===== config.mk =====
export PLATFORM = sky130hd
export DESIGN_NAME = sbd_datapath
export DESIGN_NICKNAME = d
export VERILOG_FILES = /design/src/rtl/sbd_pkg.sv /design/src/rtl/sbd_alu.sv /design/src/rtl/sbd_bus.sv /design/src/rtl/sbd_regfile.sv /design/src/rtl/sbd_mem_if.sv /design/src/rtl/sbd_datapath.sv
export SDC_FILE = /design/constraint.sdc
export NUM_CORES = 1
export LEC_CHECK = 0
export ABC_CLOCK_PERIOD_IN_PS = 3750
export CORE_MARGIN = 4
export CORE_UTILIZATION = 40
export DETAILED_ROUTE_END_ITERATION = 7
export HOLD_SLACK_MARGIN = 0.03
export MAX_ROUTING_LAYER = met4
export PLACE_DENSITY = 0.61
export RECOVER_POWER = 25
export REMOVE_ABC_BUFFERS = 1
export SLEW_MARGIN = 20
export SYNTH_ARGS = -nofsm -noshare
export SYNTH_HDL_FRONTEND = slang
export SYNTH_SLANG_ARGS = --single-unit

===== constraint.sdc =====
create_clock -name clk_i -period 3.75 [get_ports clk_i]
set_input_delay 1.125 -clock clk_i [delete_from_list [all_inputs] [get_ports clk_i]]
set_output_delay 1.125 -clock clk_i [all_outputs]
set_load 0.02 [all_outputs]

===== src/rtl/sbd_pkg.sv =====
package sbd_pkg;
  // special bus sources, placed after the general registers
  localparam int unsigned SRC_PC   = 0;
  localparam int unsigned SRC_MDR  = 1;
  localparam int unsigned SRC_Z    = 2;
  localparam int unsigned SRC_TEMP = 3;
  localparam int unsigned SRC_OFS  = 4;
  localparam int unsigned N_SPC_SRC = 5;

  // special load targets, placed after the general registers
  localparam int unsigned LD_PC   = 0;
  localparam int unsigned LD_IR   = 1;
  localparam int unsigned LD_TEMP = 2;
  localparam int unsigned LD_Y    = 3;
  localparam int unsigned LD_Z    = 4;
  localparam int unsigned LD_MAR  = 5;
  localparam int unsigned LD_MDR  = 6;
  localparam int unsigned N_SPC_LD = 7;

  typedef enum logic [3:0] {
    FN_ADD = 4'b0000,
    FN_SUB = 4'b0001,
    FN_AND = 4'b0010,
    FN_OR  = 4'b0011,
    FN_XOR = 4'b1111
  } alu_fn_e;
endpackage


===== src/rtl/sbd_alu.sv =====
module sbd_alu import sbd_pkg::*; #(
  parameter int unsigned DW = 16
) (
  input  logic [DW-1:0] y_i,
  input  logic          sel4_i,
  input  logic [DW-1:0] b_i,
  input  logic [3:0]    fn_i,
  input  logic          carry_i,
  output logic [DW-1:0] res_o
);
  localparam logic [DW-1:0] CONST4 = DW'(4);

  logic [DW-1:0] a_op;
  logic [DW-1:0] cin;

  assign a_op = sel4_i ? CONST4 : y_i;
  assign cin  = {{(DW-1){1'b0}}, carry_i};

  always_comb begin
    unique case (fn_i)
      FN_ADD:  res_o = a_op + b_i + cin;
      FN_SUB:  res_o = a_op - b_i - cin;
      FN_AND:  res_o = a_op & b_i;
      FN_OR:   res_o = a_op | b_i;
      FN_XOR:  res_o = a_op ^ b_i;
      default: res_o = b_i;
    endcase
  end
endmodule


===== src/rtl/sbd_bus.sv =====
module sbd_bus #(
  parameter int unsigned DW = 16,
  parameter int unsigned NS = 9
) (
  input  logic [NS-1:0][DW-1:0] src_i,
  input  logic [NS-1:0]         en_i,
  output logic [DW-1:0]         bus_o,
  output logic                  err_o
);
  logic [DW-1:0] acc;
  logic          seen;
  logic          multi;

  always_comb begin
    acc   = '0;
    seen  = 1'b0;
    multi = 1'b0;
    for (int i = 0; i < int'(NS); i++) begin
      if (en_i[i]) begin
        if (seen) multi = 1'b1;
        seen = 1'b1;
        acc  = acc | src_i[i];
      end
    end
  end

  assign bus_o = multi ? '0 : acc;
  assign err_o = multi;
endmodule


===== src/rtl/sbd_regfile.sv =====
module sbd_regfile #(
  parameter int unsigned DW   = 16,
  parameter int unsigned NREG = 4
) (
  input  logic                    clk_i,
  input  logic                    rst_ni,
  input  logic [NREG-1:0]         ld_i,
  input  logic [DW-1:0]           d_i,
  output logic [NREG-1:0][DW-1:0] q_o
);
  for (genvar g = 0; g < NREG; g++) begin : g_reg
    always_ff @(posedge clk_i or negedge rst_ni) begin
      if (!rst_ni)      q_o[g] <= '0;
      else if (ld_i[g]) q_o[g] <= d_i;
    end
  end
endmodule


===== src/rtl/sbd_mem_if.sv =====
module sbd_mem_if #(
  parameter int unsigned DW = 16
) (
  input  logic          clk_i,
  input  logic          rst_ni,
  input  logic [DW-1:0] bus_i,
  input  logic          mar_ld_i,
  input  logic          mdr_ld_i,
  input  logic          rd_i,
  input  logic          wr_i,
  input  logic          mfc_i,
  input  logic [DW-1:0] rdata_i,
  output logic [DW-1:0] addr_o,
  output logic [DW-1:0] wdata_o,
  output logic          rd_o,
  output logic          wr_o,
  output logic [DW-1:0] mdr_o
);
  logic [DW-1:0] mar_q, mdr_q;
  logic          rd_pend_q, wr_pend_q;
  logic          idle;

  assign idle = !rd_pend_q && !wr_pend_q;

  always_ff @(posedge clk_i or negedge rst_ni) begin
    if (!rst_ni) begin
      rd_pend_q <= 1'b0;
      wr_pend_q <= 1'b0;
    end else if (mfc_i) begin
      rd_pend_q <= 1'b0;
      wr_pend_q <= 1'b0;
    end else if (idle) begin
      // a read wins if both strobes are requested in one step
      rd_pend_q <= rd_i;
      wr_pend_q <= wr_i && !rd_i;
    end
  end

  always_ff @(posedge clk_i or negedge rst_ni) begin
    if (!rst_ni)       mar_q <= '0;
    else if (mar_ld_i) mar_q <= bus_i;
  end

  always_ff @(posedge clk_i or negedge rst_ni) begin
    if (!rst_ni)                  mdr_q <= '0;
    else if (rd_pend_q && mfc_i)  mdr_q <= rdata_i;
    else if (mdr_ld_i)            mdr_q <= bus_i;
  end

  assign addr_o  = mar_q;
  assign wdata_o = mdr_q;
  assign rd_o    = rd_pend_q;
  assign wr_o    = wr_pend_q;
  assign mdr_o   = mdr_q;
endmodule


===== src/rtl/sbd_datapath.sv =====
module sbd_datapath import sbd_pkg::*; #(
  parameter int unsigned DATA_W = 16,
  parameter int unsigned NREG   = 4,
  parameter int unsigned OFS_W  = 8
) (
  input  logic                        clk_i,
  input  logic                        rst_ni,
  input  logic [NREG+N_SPC_SRC-1:0]   out_en_i,
  input  logic [NREG+N_SPC_LD-1:0]    in_en_i,
  input  logic [3:0]                  alu_fn_i,
  input  logic                        sel4_i,
  input  logic                        carry_i,
  input  logic                        rd_i,
  input  logic                        wr_i,
  input  logic                        wmfc_i,
  output logic [DATA_W-1:0]           mem_addr_o,
  output logic                        mem_rd_o,
  output logic                        mem_wr_o,
  output logic [DATA_W-1:0]           mem_wdata_o,
  input  logic [DATA_W-1:0]           mem_rdata_i,
  input  logic                        mfc_i,
  output logic [DATA_W-1:0]           bus_o,
  output logic                        bus_err_o,
  output logic                        stall_o,
  output logic [DATA_W-1:0]           ir_o
);
  localparam int unsigned N_SRC = NREG + N_SPC_SRC;
  localparam int unsigned N_LD  = NREG + N_SPC_LD;

  logic [N_SRC-1:0][DATA_W-1:0] src;
  logic [N_LD-1:0]              ld;
  logic [NREG-1:0][DATA_W-1:0]  gpr;
  logic [DATA_W-1:0]            bus;
  logic [DATA_W-1:0]            pc_q, ir_q, temp_q, y_q, z_q;
  logic [DATA_W-1:0]            alu_res, mdr, ofs_ext;

  // a waiting step commits nothing until memory answers
  assign stall_o = wmfc_i && !mfc_i;
  assign ld      = in_en_i & {N_LD{!stall_o}};

  assign ofs_ext = {{(DATA_W-OFS_W){ir_q[OFS_W-1]}}, ir_q[OFS_W-1:0]};

  for (genvar g = 0; g < NREG; g++) begin : g_gsrc
    assign src[g] = gpr[g];
  end
  assign src[NREG+SRC_PC]   = pc_q;
  assign src[NREG+SRC_MDR]  = mdr;
  assign src[NREG+SRC_Z]    = z_q;
  assign src[NREG+SRC_TEMP] = temp_q;
  assign src[NREG+SRC_OFS]  = ofs_ext;

  sbd_bus #(.DW(DATA_W), .NS(N_SRC)) u_bus (
    .src_i (src),
    .en_i  (out_en_i),
    .bus_o (bus),
    .err_o (bus_err_o)
  );

  sbd_regfile #(.DW(DATA_W), .NREG(NREG)) u_rf (
    .clk_i  (clk_i),
    .rst_ni (rst_ni),
    .ld_i   (ld[NREG-1:0]),
    .d_i    (bus),
    .q_o    (gpr)
  );

  sbd_alu #(.DW(DATA_W)) u_alu (
    .y_i     (y_q),
    .sel4_i  (sel4_i),
    .b_i     (bus),
    .fn_i    (alu_fn_i),
    .carry_i (carry_i),
    .res_o   (alu_res)
  );

  sbd_mem_if #(.DW(DATA_W)) u_mem (
    .clk_i    (clk_i),
    .rst_ni   (rst_ni),
    .bus_i    (bus),
    .mar_ld_i (ld[NREG+LD_MAR]),
    .mdr_ld_i (ld[NREG+LD_MDR]),
    .rd_i     (rd_i),
    .wr_i     (wr_i),
    .mfc_i    (mfc_i),
    .rdata_i  (mem_rdata_i),
    .addr_o   (mem_addr_o),
    .wdata_o  (mem_wdata_o),
    .rd_o     (mem_rd_o),
    .wr_o     (mem_wr_o),
    .mdr_o    (mdr)
  );

  always_ff @(posedge clk_i or negedge rst_ni) begin
    if (!rst_ni) begin
      pc_q   <= '0;
      ir_q   <= '0;
      temp_q <= '0;
      y_q    <= '0;
      z_q    <= '0;
    end else begin
      if (ld[NREG+LD_PC])   pc_q   <= bus;
      if (ld[NREG+LD_IR])   ir_q   <= bus;
      if (ld[NREG+LD_TEMP]) temp_q <= bus;
      if (ld[NREG+LD_Y])    y_q    <= bus;
      if (ld[NREG+LD_Z])    z_q    <= alu_res;
    end
  end

  assign bus_o = bus;
  assign ir_o  = ir_q;
endmodule


Yosys cells after proc, flatten, opt, wreduce, memory -nomap -nowiden
Index checks and enable logic that the tools add are counted.
Cells by class
  $add $sub $neg: 4
  multipliers: 0
  $lt $le $gt $ge: 0
  mux-type cells: 42
  reductions and logical operators: 12
  bitwise logic cells: 12
  eq/ne operators: 4
  shift operators: 0
  divide/modulo/power cells: 0
Operator list (number)
  2-to-1 mux 16 bit: 13
  bitwise OR 16 bit: 9
  case mux 16 bit (5 select lines): 1
  2-to-1 mux 1 bit: 28
  adder 16 x 1 -> 16 bit: 1
  adder 16 bit: 1
  AND 16 bit: 1
  subtractor 16 x 1 -> 16 bit: 1
  subtractor 16 bit: 1
  bitwise XOR 16 bit: 1
  AND 11 bit: 1
  equality test 4 x 2 -> 1 bit, second input constant: 2
  logical NOT 1 bit: 5
  equality test 4 x 1 -> 1 bit, second input constant: 1
  equality test 4 bit, second input constant: 1
  logical AND 1 bit: 4
  logical NOT 4 bit: 1
  nonzero test 2 bit: 2
Storage, ports and cells
  bits in latches: 0
  ROM bits: 0
  RAM bits: 0
  input bits: 48
  memories: 0
  bits in registers: 178
  logic and storage cells: 87
  output and inout bits: 68

Longest topological paths before layout
Gate-level depths: netlist (run 1).
  word-level depth: 21
  depth in mapped cells: 18
  gate-level depth less buffers: 16

Modules after synthesis
From an unflattened synthesis (run 1), not the netlist that was laid out.
Unflattened totals
  cell total of the unflattened synthesis: 1001
  area total of the unflattened synthesis: 11279.6 sq um
Modules (own cells, without submodules)
  sbd_datapath: sequential area each 2001.9 sq um, area an instance 3245.6 sq um, cells an instance 179, times used 1
  sbd_alu: sequential area each 0.0 sq um, area an instance 2770.2 sq um, cells an instance 410, times used 1
  sbd_regfile: sequential area each 1601.5 sq um, area an instance 2597.5 sq um, cells an instance 136, times used 1
  sbd_mem_if: sequential area each 850.8 sq um, area an instance 1587.8 sq um, cells an instance 130, times used 1
  sbd_bus: sequential area each 0.0 sq um, area an instance 1078.5 sq um, cells an instance 146, times used 1

Least setup slack after synthesis (run 1)
Ideal clock, no wire load.
  path kind: input to register
  start: input port out_en_i[2]
  end: register z_q[15]
  library setup time: 0.119 ns
  path slack: -1.121 ns
  path buffers: 3
  stages: 16
  arrival: 4.752 ns
  data required time: 3.631 ns
  cell sequence: clkbuf_1 maj3_1 o21ai_1 a32o_1 nand2_1 buf_2 a31o_2 buf_2 ha_1 a21o_1 a221o_1 or4_4 a32oi_1 mux2i_1 o2111ai_1 o21a_1
On the way
  longest elaborated chain between the ends: 17
  elaborated cells on any way between the ends: 41
  those cells by class: 4 x add/sub; 28 x mux; 9 x bitwise
Ends and longest elaborated chain
  start: declaration: RTL line sbd_datapath.sv:8  | input logic [NREG+N_SPC_SRC-1:0] out_en_i,
  2-to-1 mux 1 bit: RTL line sbd_bus.sv:19  | if (en_i[i]) begin
  2-to-1 mux 1 bit: RTL line sbd_bus.sv:20  | if (seen) multi = 1'b1;
  2-to-1 mux 1 bit: RTL line sbd_bus.sv:19
  2-to-1 mux 1 bit: RTL line sbd_bus.sv:20
  2-to-1 mux 1 bit: RTL line sbd_bus.sv:19
  2-to-1 mux 1 bit: RTL line sbd_bus.sv:20
  2-to-1 mux 1 bit: RTL line sbd_bus.sv:19
  2-to-1 mux 1 bit: RTL line sbd_bus.sv:20
  [2 not listed]
  2-to-1 mux 1 bit: RTL line sbd_bus.sv:19
  2-to-1 mux 1 bit: RTL line sbd_bus.sv:20
  2-to-1 mux 1 bit *: RTL line sbd_bus.sv:19
  net bus_err_o: RTL line sbd_datapath.sv:23  | output logic bus_err_o,
  2-to-1 mux 16 bit *: RTL line sbd_bus.sv:27  | assign bus_o = multi ? '0 : acc;
  subtractor 16 bit / adder 16 bit (equally long branches): RTL line sbd_alu.sv:22, sbd_alu.sv:21
  subtractor 16 x 1 -> 16 bit / adder 16 x 1 -> 16 bit (equally long branches): RTL line sbd_alu.sv:22, sbd_alu.sv:21
  case mux 16 bit (5 select lines) *: RTL line sbd_alu.sv:20  | unique case (fn_i)
  end signal: assignment: RTL line sbd_datapath.sv:105  | if (ld[NREG+LD_Z]) z_q <= alu_res;
  end: declaration: RTL line sbd_datapath.sv:34  | logic [DATA_W-1:0] pc_q, ir_q, temp_q, y_q, z_q;
The timed path passes the listed nets; every way through them passes the cells marked *.
A chain may end at the register's enable or synchronous reset.

Worst setup path after layout (run 1)
  start: input port out_en_i[2]
  end: register z_q[15]
On the way
  longest elaborated chain between the ends: 17
  elaborated cells on any way between the ends: 41
  those cells by class: 4 x add/sub; 28 x mux; 9 x bitwise
Ends and longest elaborated chain (RTL line)
  2-to-1 mux 16 bit / 2-to-1 mux 1 bit (equally long branches): sbd_bus.sv:19
  bitwise OR 16 bit / 2-to-1 mux 1 bit (equally long branches): sbd_bus.sv:22, sbd_bus.sv:20
  2-to-1 mux 16 bit / 2-to-1 mux 1 bit (equally long branches): sbd_bus.sv:19
  bitwise OR 16 bit / 2-to-1 mux 1 bit (equally long branches): sbd_bus.sv:22, sbd_bus.sv:20
  2-to-1 mux 16 bit / 2-to-1 mux 1 bit (equally long branches): sbd_bus.sv:19
  bitwise OR 16 bit / 2-to-1 mux 1 bit (equally long branches): sbd_bus.sv:22, sbd_bus.sv:20
  2-to-1 mux 16 bit / 2-to-1 mux 1 bit (equally long branches): sbd_bus.sv:19
  bitwise OR 16 bit / 2-to-1 mux 1 bit (equally long branches): sbd_bus.sv:22, sbd_bus.sv:20
  2-to-1 mux 16 bit / 2-to-1 mux 1 bit (equally long branches): sbd_bus.sv:19
  bitwise OR 16 bit / 2-to-1 mux 1 bit (equally long branches): sbd_bus.sv:22, sbd_bus.sv:20
  2-to-1 mux 16 bit / 2-to-1 mux 1 bit (equally long branches): sbd_bus.sv:19
  bitwise OR 16 bit / 2-to-1 mux 1 bit (equally long branches): sbd_bus.sv:22, sbd_bus.sv:20
  2-to-1 mux 16 bit / 2-to-1 mux 1 bit (equally long branches): sbd_bus.sv:19
  2-to-1 mux 16 bit *: sbd_bus.sv:27
  subtractor 16 bit / adder 16 bit (equally long branches): sbd_alu.sv:22, sbd_alu.sv:21
  subtractor 16 x 1 -> 16 bit / adder 16 x 1 -> 16 bit (equally long branches): sbd_alu.sv:22, sbd_alu.sv:21
  case mux 16 bit (5 select lines) *: sbd_alu.sv:20
Every way passes the cells marked *; elsewhere a longest branch is shown, timed or not.

==> results of run 1 <==
-- path summary, 6_finish.rpt --
check	startpoint	to	slack [ps]	cells after the start
max	out_en_i[2]	z_q[15]	-390	15
min	u_mem.addr_o[5]	u_mem.addr_o[5]	480	2
max reg2reg	ir_o[6]	z_q[15]	330	13
min reg2reg	u_mem.addr_o[5]	u_mem.addr_o[5]	480	2
max in group asynchronous	rst_ni	u_rf.q_o[3]	560	2
min in group asynchronous	rst_ni	ir_o[15]	1020	1
-- state kept, by name (all words and copies together), names as in the netlist --
| name | count |
|---|---|
| z_q | 16 |
| y_q | 16 |
| u_rf.q_o | 64 |
| u_mem.rd_o | 1 |
| ir_o | 16 |
| pc_q | 16 |
| u_mem.wr_o | 1 |
| temp_q | 16 |
| u_mem.mdr_o | 16 |
| u_mem.addr_o | 16 |
-- cell families (layout without fill, tap and decap cells) --
kind of cell             count (synthesis)  after routing  share of synthesized area, %
other                                    0              1                             0
AO/OA/AOI/OAI                          408            408                         25.72
AND/OR/NAND/NOR                        325            325                         13.63
flip-flops                             178            178                         43.44
adder cells (fa/ha/maj)                 63             63                         7.955
multiplexers                            12             12                         1.171
buffers and inverters                  160            410                         6.808
XOR/XNOR                                15             15                         1.281
-- final cells by class --
type	count	area share, %
diodes	1	0.01740
well taps	330	2.871
multi-input cells	823	40.87
flip-flops and latches	178	30.97
clock inverters	14	1.087
repair buffers	319	19.54
inverters	59	1.662
clock buffers	18	2.984
-- critical path: stages --
cell and delay (ps):
buf_8 110, nor4_4 310, nand3b_1 140, a21oi_2 230, nand2_4 140, buf_6 150, a41o_4 260, ha_4 250
and3_4 150, a221o_1 310, or4_4 550, a32oi_2 220, mux2i_1 210, o2111ai_1 110, o21a_1 200
-- Yosys cell counts, types with 12 or more instances --
cell / count
inv_1: 53
ha_1: 58
o21ai_1: 73
nand2_1: 216
mux2i_1: 12
clkbuf_1: 70
buf_4: 24
a21oi_1: 46
o21a_1: 17
nor2_1: 43
nand2b_1: 19
o21ai_0: 107
a221oi_1: 28
a22oi_1: 34
o211ai_1: 12
dfrtp_1: 178
-- power groups by stage --
stage / Combinational, mW / Sequential, mW / Clock (mW)
3_3_place_gp: 0.677 / 2.06 / 0
4_1_cts: 0.731 / 2.02 / 1.81
6_report: 0.743 / 2.02 / 1.79
5_1_grt: 0.799 / 2.03 / 1.90
2_1_floorplan: 0.262 / 2.08 / 0
3_5_place_dp: 0.679 / 2.06 / 0
-- layer usage --
layer,GRT usage [%],up-vias,part of all wire [%]
li1,-,4576,-
met1,36.65,4702,49
met2,38.68,328,45
met3,3.334,39,5.4
met4,5.328,0,1.2
met5,-,-,0
-- repair_timing --
item,CTS,global route
gates resized for setup,250,55
setup endpoints to repair,32,28
setup buffers,18,10
gates cloned,0,0
pin swaps,50,37
==> results.sh, run 1 <==
export IMPL_final_area_mm2=0.01438
export IMPL_start_util_pct=40.72
export IMPL_multiInputGateArea_mm2=0.005878
export IMPL_regArea_mm2=0.004454
export IMPL_grt_pass1_wl_um=55000
export IMPL_yosys_top_cells_area="dfrtp_1 (43%), nand2_1 (7.9%), ha_1 (7.1%)"
export IMPL_io_pins=116
export IMPL_violations="DRC, capacitance limit, setup timing"
export IMPL_vias=9645
export IMPL_ys_ff_latch=178
export IMPL_cts_hold_buffers_added=0
export IMPL_fin_crit_sh_pct=110.5
export IMPL_dp_cells=1687
export IMPL_power_density_mw_per_mm2=316.9
export IMPL_final_common_cell="nand2_1"
export IMPL_clkTransAtPathRegs_ps=80
export IMPL_cts_tree="yes"
export IMPL_gp_congestion=0.9723
export IMPL_finalPower_mw=4.557
export IMPL_hold_slack_ps=481.4
export IMPL_antenna_found_initial=0
export IMPL_viasPerCell=5.537
export IMPL_io_buffers=115
export IMPL_postLayoutCoreUtil_pct=57.12
export IMPL_power_clock_fraction_pct=39.3
export IMPL_power_leakage_nw=6.483
export IMPL_final_net_count=1508
export IMPL_swShare_pct=29.96
export IMPL_ys_types=68
export IMPL_drtIter0Drc=836
export IMPL_synthesis_area_mm2=0.01025
export IMPL_postSynthAreaPerCell_um2=8.833
export IMPL_p_int_mw=3.192
export IMPL_worstPathArrival_ps=4470
export IMPL_drc=1
export IMPL_syn_inst=1161
export IMPL_h_tree_depth=4
export IMPL_synth_area_leader_cell="dfrtp_1"
export IMPL_fp_dieH_um=168.1
export IMPL_first_pass_iters=8
export IMPL_synth_top_area_share_pct=43.44
export IMPL_clk_path_buf_depth=2
export IMPL_hp_class="flop to flop"
export IMPL_syn2layout_area_growth_pct=40.25
export IMPL_grt_pass1_vias=9381
export IMPL_crit_fanout=7
export IMPL_die_area_mm2=0.02826
export IMPL_p_seq_share_pct=44.4
export IMPL_fmax_mhz=241.4
export IMPL_die_w_um=168.1
export IMPL_synth_flop_cell="dfrtp_1"
export IMPL_vdd_drop_max_mv=0.2894
export IMPL_slew_headroom_pct=0.4215
export IMPL_crit_required_ps=4080
export IMPL_rsz0062_at_grt="true"
export IMPL_finalHoldViolCount=0
export IMPL_p_switching_mw=1.365
export IMPL_yosysSeqAreaShare_pct=43.44
export IMPL_core_area_mm2=0.02518
export IMPL_critical_path_class="input port to flop"
export IMPL_maxCapViolCount=1
export IMPL_final_cells=1742
export IMPL_finalSetupViolations=25
export IMPL_ctsRootBufferMaster="clkbuf_16"
export IMPL_yosysWarnings=0
export IMPL_crit_path_end_kind="flop"
export IMPL_status="finished with violations"
export IMPL_drive_above_1_share_pct=27.43
export IMPL_setup_slack_ps=-392.7
export IMPL_post_place_ws_ps=-1564
export IMPL_combPwrFrac_pct=16.3
export IMPL_async_flop_share_pct=100.0
export IMPL_wl_per_cell_um=20.37
export IMPL_tns_ps=-4360
export IMPL_final_cell_mix="nand2_1 (215), dfrtp_1 (178), buf_4 (178)"
export IMPL_postRouteAntennaNets=0
export IMPL_wl_um=35480
export IMPL_fin_skew_ps=19.96
export IMPL_track_usage_pct=25.40
export IMPL_drv_slew=0
export IMPL_numCtsBuffers=17
export IMPL_num_rows=58
export IMPL_grt_overflow=0
export IMPL_grt_max_degree=61
export IMPL_clk_latency_ps=430
export IMPL_cts_sinks=178
export IMPL_critPathLaunchType="input port"
export IMPL_tightest_slew_ps=1494
export IMPL_period_minus_slack_ps=4143
export IMPL_synth_edf_count=0
export IMPL_detailed_place_hpwl_um=25370
export IMPL_place_area_mm2=0.01277
export IMPL_num_fill_cells=2253
Note: power is estimated with default switching activity, not from simulation.
==> run 2: changes to the inputs <==
--- a/config.mk
+++ b/config.mk
@@ -5,9 +5,11 @@
 export SDC_FILE = /design/constraint.sdc
 export NUM_CORES = 1
 export LEC_CHECK = 0
+export ABC_AREA = 1
 export ABC_CLOCK_PERIOD_IN_PS = 3750
 export CORE_MARGIN = 4
 export CORE_UTILIZATION = 40
+export CTS_CLUSTER_DIAMETER = 200
 export DETAILED_ROUTE_END_ITERATION = 7
 export HOLD_SLACK_MARGIN = 0.03
 export MAX_ROUTING_LAYER = met4
==> run 2 against run 1 <==
  * The flow finishes with violations (capacitance limit, slew limit)
  * Worst setup slack gained 420 ps
  * Cell count rose by 20%
  * Global-route usage is 0.81 points lower
  * Register-to-register slack improved by 510 ps
  * Non-clock buffer count increased by 3
  * First-iteration DRC count fell by 4.5%
  * Routed wire length rose by 4.9%
  * Die area up 9.5%
  * Power down 1.8%
  * Clock power decreased by 3%
==> results.sh, run 2 <==
export IMPL_vias=10648
export IMPL_antenna_found_initial=0
export IMPL_io_pins=116
export IMPL_cts_hold_buffers_added=0
export IMPL_grt_max_degree=73
export IMPL_p_seq_share_pct=44.7
export IMPL_worstPathArrival_ps=2600
export IMPL_worstHoldEndpoint="pc_q[7]"
export IMPL_power_density_mw_per_mm2=292.8
export IMPL_hp_class="flop to flop"
export IMPL_combPwrFrac_pct=16.5
export IMPL_drv_slew=72
export IMPL_wl_per_cell_um=17.81
export IMPL_r2r_setup_slack_ps=840
export IMPL_synth_most_common_cell="nand2_1"
export IMPL_diodes=0
export IMPL_fmax_mhz=268.8
export IMPL_r2r_end="z_q[12]"
export IMPL_finalPower_mw=4.475
export IMPL_final_cell_mix="nand2_1 (434), buf_4 (191), dfrtp_1 (178)"
export IMPL_final_net_count=1808
export IMPL_cp_slowest_cell="a22o_1"
export IMPL_cts_sinks=178
export IMPL_synthesis_area_mm2=0.01128
export IMPL_period_minus_slack_ps=3721
export IMPL_io_buffers=115
export IMPL_num_rows=61
export IMPL_crit_family="buffers and inverters"
export IMPL_syn2layout_area_growth_pct=35.52
export IMPL_hold_path_startpoint="pc_q[7]"
export IMPL_violations="capacitance limit, slew limit"
export IMPL_clk_path_buf_depth=2
export IMPL_die_area_mm2=0.03094
export IMPL_power_leakage_nw=7.507
export IMPL_swShare_pct=30.14
export IMPL_die_w_um=175.9
export IMPL_track_usage_pct=24.59
export IMPL_slowest_delay_ps=210
export IMPL_power_clock_fraction_pct=38.9
export IMPL_r2r_cells=17
export IMPL_start_util_pct=40.59
export IMPL_critical_path_class="input port to output port"
export IMPL_crit_fanout=7
export IMPL_detailed_place_hpwl_um=26670
export IMPL_p_int_mw=3.126
export IMPL_largest_reg_flops=64
export IMPL_tightest_slew_ps=1812
export IMPL_async_flop_share_pct=100.0
export IMPL_path_cells="buf_2 > buf_6 > buf_8 > buf_12 > buf_4 > a22o_1 > a21oi_2 > nand4_1 > nand2_2 > inv_2 > buf_6"
export IMPL_top_register="u_rf.q_o"
export IMPL_core_area_mm2=0.02778
export IMPL_synthTopCellsByCount="nand2_1 (466), dfrtp_1 (178), inv_1 (155)"
export IMPL_ys_ff_latch=178
export IMPL_vdd_drop_max_mv=0.3020
export IMPL_first_pass_iters=5
export IMPL_num_fill_cells=2678
export IMPL_postRouteAntennaNets=0
export IMPL_crit_path_end_kind="output port"
export IMPL_yosys_top_cells_area="dfrtp_1 (40%), nand2_1 (16%), ha_1 (6.4%)"
export IMPL_critPathLaunchType="input port"
export IMPL_syn_inst=1457
export IMPL_h_tree_depth=4
export IMPL_synth_area_leader_cell="dfrtp_1"
export IMPL_clkTransAtPathRegs_ps=70
export IMPL_fp_dieH_um=175.9
export IMPL_maxCapViolCount=1
export IMPL_cts_tree="yes"
export IMPL_synth_edf_count=0
export IMPL_yosysSeqAreaShare_pct=39.50
export IMPL_synth_flop_cell="dfrtp_1"
export IMPL_drtIter0Drc=798
export IMPL_cp_common_cell="buf_6"
export IMPL_grt_pass1_vias=10272
export IMPL_rsz0062_at_grt="true"
export IMPL_rr_startpoint="u_rf.q_o[21]"
export IMPL_finalHoldViolCount=0
export IMPL_slew_headroom_pct=-20.83
export IMPL_finalSetupViolations=0
export IMPL_drive_above_1_share_pct=28.35
export IMPL_p_switching_mw=1.349
export IMPL_hold_path_cell_count=2
export IMPL_status="finished with violations"
export IMPL_wl_um=37200
export IMPL_clk_latency_ps=440
export IMPL_fin_skew_ps=13.15
export IMPL_drc=0
export IMPL_yosysWarnings=0
export IMPL_crit_required_ps=2620
export IMPL_synth_top_area_share_pct=39.50
export IMPL_fin_crit_sh_pct=99.22
export IMPL_numCtsBuffers=17
export IMPL_gp_congestion=0.9395
export IMPL_cp_num_buf_inv=7
export IMPL_grt_overflow=0
export IMPL_ctsRootBufferMaster="clkbuf_16"
export IMPL_final_common_cell="nand2_1"
export IMPL_postSynthAreaPerCell_um2=7.739
export IMPL_ys_types=39
export IMPL_postLayoutCoreUtil_pct=55.00
export IMPL_grt_pass1_wl_um=58480
export IMPL_viasPerCell=5.097
[run 2: cell types whose count changed in the layout (fill, tap and decap cells not counted), sizes merged, moves of 17 or more]
| cell | before | now |
|---|---|---|
| nand2 | 216 | 479 |
| inv | 69 | 162 |
| nand3 | 5 | 89 |
| a22oi | 34 | 0 |
| a221oi | 28 | 1 |
| nand2b | 19 | 0 |
| nand4 | 1 | 19 |
| o21a | 17 | 0 |
[run 2: power groups by stage]
stage	registers (mW)	clock network, mW	logic, mW
floorplan	2.05	0	0.270
finish	2.00	1.74	0.736
global route	2.00	1.85	0.797
CTS	2.00	1.76	0.697
global placement	2.03	0	0.670
detailed placement	2.03	0	0.671
[run 2: layout make-up]
class	instances	area, um2	area share, %
Clock inverter	15	147.6	0.9662
Sequential cell	178	4454	29.15
Multi-Input combinational cell	1019	6320	41.36
Inverter	160	610.6	3.996
Clock buffer	17	425.4	2.784
Timing Repair Buffer	322	2850	18.65
Tap cell	378	473.0	3.095
[run 2: per-stage QoR]
step,cells,hold WS (ps),TNS [ps],cell area [um2],setup slack (ps)
2_1_floorplan,1357,449.4,-14730,10710,-932.8
3_3_place_gp,2036,463.6,-28670,13840,-1115
3_5_place_dp,2036,468.5,-29940,13840,-1134
4_1_cts,2082,486.4,-132.6,14790,-36.00
5_1_grt,2089,496.2,-389.9,15280,-66.39
6_report,2089,484.4,0,15280,29.19
[run 2: logic make-up after synthesis]
group	Yosys count	synth area share (%)
flops	178	39.50
buf+inv	260	10.38
fa+ha+maj	62	7.146
xor+xnor	1	0.07769
compound gates	296	17.45
simple gates	660	25.44
[run 2: routing by layer]
layer  track usage (%)  share of wire (%)  up-vias
li1                  -                  -     5221
met1             35.09                 47     5069
met2             37.84                 46      317
met3             3.465                5.8       41
met4             4.776                1.7        0
met5                 -                  0        -
[run 2: worst max path at each step]
stage	end	cells after the start	start	slack, ps
floorplan	z_q[7]	21	out_en_i[1]	-930
CTS	bus_o[7]	13	out_en_i[0]	-40
global placement	z_q[15]	24	out_en_i[1]	-1110
global route	z_q[15]	25	out_en_i[3]	-70
detailed placement	z_q[15]	24	out_en_i[1]	-1130
finish	bus_o[8]	11	out_en_i[3]	30
[run 2: what timing repair did]
| action | in CTS | in global routing |
|---|---|---|
| resized for setup | 187 | 109 |
| cloned | 0 | 0 |
| pin swaps | 20 | 40 |
| buffers inserted | 15 | 7 |
| endpoints found under the setup margin | 32 | 30 |
[run 2: worst register-to-register path, stage by stage (launching register included)]
cell and delay (ps):
dfrtp_1 400, a22o_1 230, a21oi_1 200, nand2_1 150
nand2_2 150, buf_6 140, ha_4 210, ha_4 300
nand2_4 70, buf_4 130, nor2_1 170, nand3_2 120
nand3_1 90, nand2_1 50, nand3_1 100, nand3_1 120
nand3_1 110, nand2_1 60
==> run 3: changes to the inputs <==
--- a/config.mk
+++ b/config.mk
@@ -5,7 +5,6 @@
 export SDC_FILE = /design/constraint.sdc
 export NUM_CORES = 1
 export LEC_CHECK = 0
-export ABC_AREA = 1
 export ABC_CLOCK_PERIOD_IN_PS = 3750
 export CORE_MARGIN = 4
 export CORE_UTILIZATION = 40
@@ -15,7 +14,6 @@
 export MAX_ROUTING_LAYER = met4
 export PLACE_DENSITY = 0.61
 export RECOVER_POWER = 25
-export REMOVE_ABC_BUFFERS = 1
 export SLEW_MARGIN = 20
 export SYNTH_ARGS = -nofsm -noshare
 export SYNTH_HDL_FRONTEND = slang
==> run 3 against run 2 <==
  * The run ends with capacitance limit, slew limit, setup timing left
  * Register-to-register slack worse by 660 ps
  * Combinational power up 3.0%
  * Non-clock buffer count up 26
  * Cell count down 15%
  * Global-route usage up 2.8 points
  * Utilization up 3.3 points
  * Fmax down 11%
  * Via count down 6.7%
  * Flip-flop and latch count unchanged
  * Clock skew up 3.7 ps
  * Final area down 3.9%
  * Largest cell class unchanged
==> results.sh, run 3 (same netlist as run 1, synthesis figures left out) <==
export IMPL_status="finished with violations"
export IMPL_violations="capacitance limit, slew limit, setup timing"
export IMPL_ctsRootBufferMaster="clkbuf_16"
export IMPL_clk_latency_ps=430
export IMPL_vias=9936
export IMPL_vdd_drop_max_mv=0.2379
export IMPL_maxCapViolCount=1
export IMPL_rsz0062_at_grt="true"
export IMPL_die_area_mm2=0.02826
export IMPL_top_register="u_rf.q_o"
export IMPL_syn2layout_area_growth_pct=43.22
export IMPL_final_net_count=1538
export IMPL_setup_slack_ps=-441.5
export IMPL_final_cell_mix="nand2_1 (214), buf_4 (202), dfrtp_1 (178)"
export IMPL_tns_ps=-6388
export IMPL_gp_congestion=0.9851
export IMPL_period_minus_slack_ps=4192
export IMPL_clkTransAtPathRegs_ps=80
export IMPL_h_tree_depth=4
export IMPL_cts_hold_buffers_added=0
export IMPL_power_leakage_nw=6.631
export IMPL_critical_path_class="input port to flop"
export IMPL_start_util_pct=40.72
export IMPL_r2r_setup_slack_ps=180
export IMPL_cts_sinks=178
export IMPL_wl_per_cell_um=21.23
export IMPL_grt_pass1_vias=9923
export IMPL_crit_required_ps=4080
export IMPL_grt_max_degree=60
export IMPL_io_buffers=115
export IMPL_grt_pass1_wl_um=58310
export IMPL_fmax_mhz=238.6
export IMPL_tightest_slew_ps=1647
export IMPL_slew_headroom_pct=-9.797
export IMPL_drv_slew=60
export IMPL_num_rows=58
export IMPL_first_pass_iters=7
export IMPL_r2r_end="z_q[11]"
export IMPL_crit_end="z_q[15]"
export IMPL_detailed_place_hpwl_um=27610
export IMPL_io_pins=116
export IMPL_postRouteAntennaNets=0
export IMPL_finalSetupViolations=30
export IMPL_largest_reg_flops=64
export IMPL_cts_tree="yes"
export IMPL_numCtsBuffers=17
export IMPL_track_usage_pct=27.40
export IMPL_drc=0
export IMPL_critPathLaunchType="input port"
export IMPL_drive_above_1_share_pct=29.44
export IMPL_fp_dieH_um=168.1
export IMPL_hold_slack_ps=484.0
export IMPL_rr_startpoint="u_mem.mdr_o[0]"
export IMPL_worstPathArrival_ps=4520
export IMPL_final_common_cell="nand2_1"
export IMPL_finalHoldViolCount=0
export IMPL_core_area_mm2=0.02518
export IMPL_crit_fanout=7
export IMPL_clk_path_buf_depth=2
export IMPL_grt_overflow=0
export IMPL_hp_class="flop to flop"
export IMPL_drtIter0Drc=929
export IMPL_viasPerCell=5.607
export IMPL_fin_crit_sh_pct=111.8
export IMPL_finalPower_mw=4.501
export IMPL_crit_path_end_kind="flop"
export IMPL_r2r_cells=13
export IMPL_startpoint="out_en_i[0]"
export IMPL_die_w_um=168.1
export IMPL_syn_nets=1271
export IMPL_fin_skew_ps=16.88
export IMPL_power_density_mw_per_mm2=306.5
export IMPL_antenna_found_initial=2
export IMPL_wl_um=37620
[run 3: changes by cell type in the layout (fill, tap and decap cells not counted), sizes merged, moves of 18 or more]
cell,previous run,this run
nand2,479,217
inv,162,64
nand3,89,5
a22oi,0,34
a221oi,1,28
buf,228,255
nand2b,0,19
nand4,19,1
[run 3: layout make-up]
| class | count | area (um2) |
|---|---|---|
| repair buffers | 348 | 3040 |
| clock buffers | 18 | 429.2 |
| diodes | 2 | 5.005 |
| fillers | 2178 | 10500 |
| clock inverters | 13 | 125.1 |
| flip-flops and latches | 178 | 4454 |
| multi-input cells | 824 | 5973 |
| well taps | 330 | 412.9 |
| inverters | 59 | 246.5 |
[run 3: how the worst min path moves through the flow]
stage / startpoint / end / slack [ps] / cells past startpoint
2_1_floorplan: y_q[2] / y_q[2] / 440 / 2
3_3_place_gp: y_q[2] / y_q[2] / 460 / 2
3_5_place_dp: ir_o[14] / ir_o[14] / 470 / 2
4_1_cts: ir_o[14] / ir_o[14] / 490 / 2
5_1_grt: temp_q[8] / temp_q[8] / 500 / 2
6_report: ir_o[14] / ir_o[14] / 480 / 2
[run 3: layer usage]
metal / part of all wire (%) / vias to the layer above / GRT usage, %
li1: - / 4625 / -
met1: 44 / 4833 / 36.45
met2: 46 / 393 / 41.53
met3: 6.4 / 85 / 5.541
met4: 3.8 / 0 / 10.52
met5: 0 / - / -
[run 3: worst max-delay path, stage by stage]
cell,delay (ps)
buf_12,120
nor4_4,310
nand3b_1,200
a21oi_4,230
buf_12,150
nand2_8,70
a31o_4,250
inv_4,80
ha_1,170
inv_1,60
ha_1,350
o21ai_2,220
buf_4,140
o211ai_1,120
a2bb2oi_4,190
a221oi_2,320
xnor2_1,150
nor2_1,60
o21a_1,190
[run 3: power breakdown]
group	total [mW]	leakage (nW)	internal, mW	switching, mW
combinational	0.758	3.92	0.330	0.428
sequential	2.03	2.45	1.98	0.0552
clock	1.71	0.261	0.875	0.838
total	4.50	6.63	3.18	1.32
[run 3: through the flow]
step	cell area [um2]	util [%]	worst slack (ps)	cells
after floorplan	10640	-	-693.9	1161
after global placement	13140	52.18	-1236	1705
after detailed placement	13140	52.18	-1285	1705
after CTS	14380	57.10	-412.5	1759
after global routing	14690	58.32	-551.3	1772
final	14690	58.32	-441.5	1772
[run 3: repair_timing]
item	4_1_cts	5_1_grt
pin swaps	50	60
endpoints found under the setup margin	32	32
cloned	1	0
buffers inserted	25	20
gates resized for setup	231	69
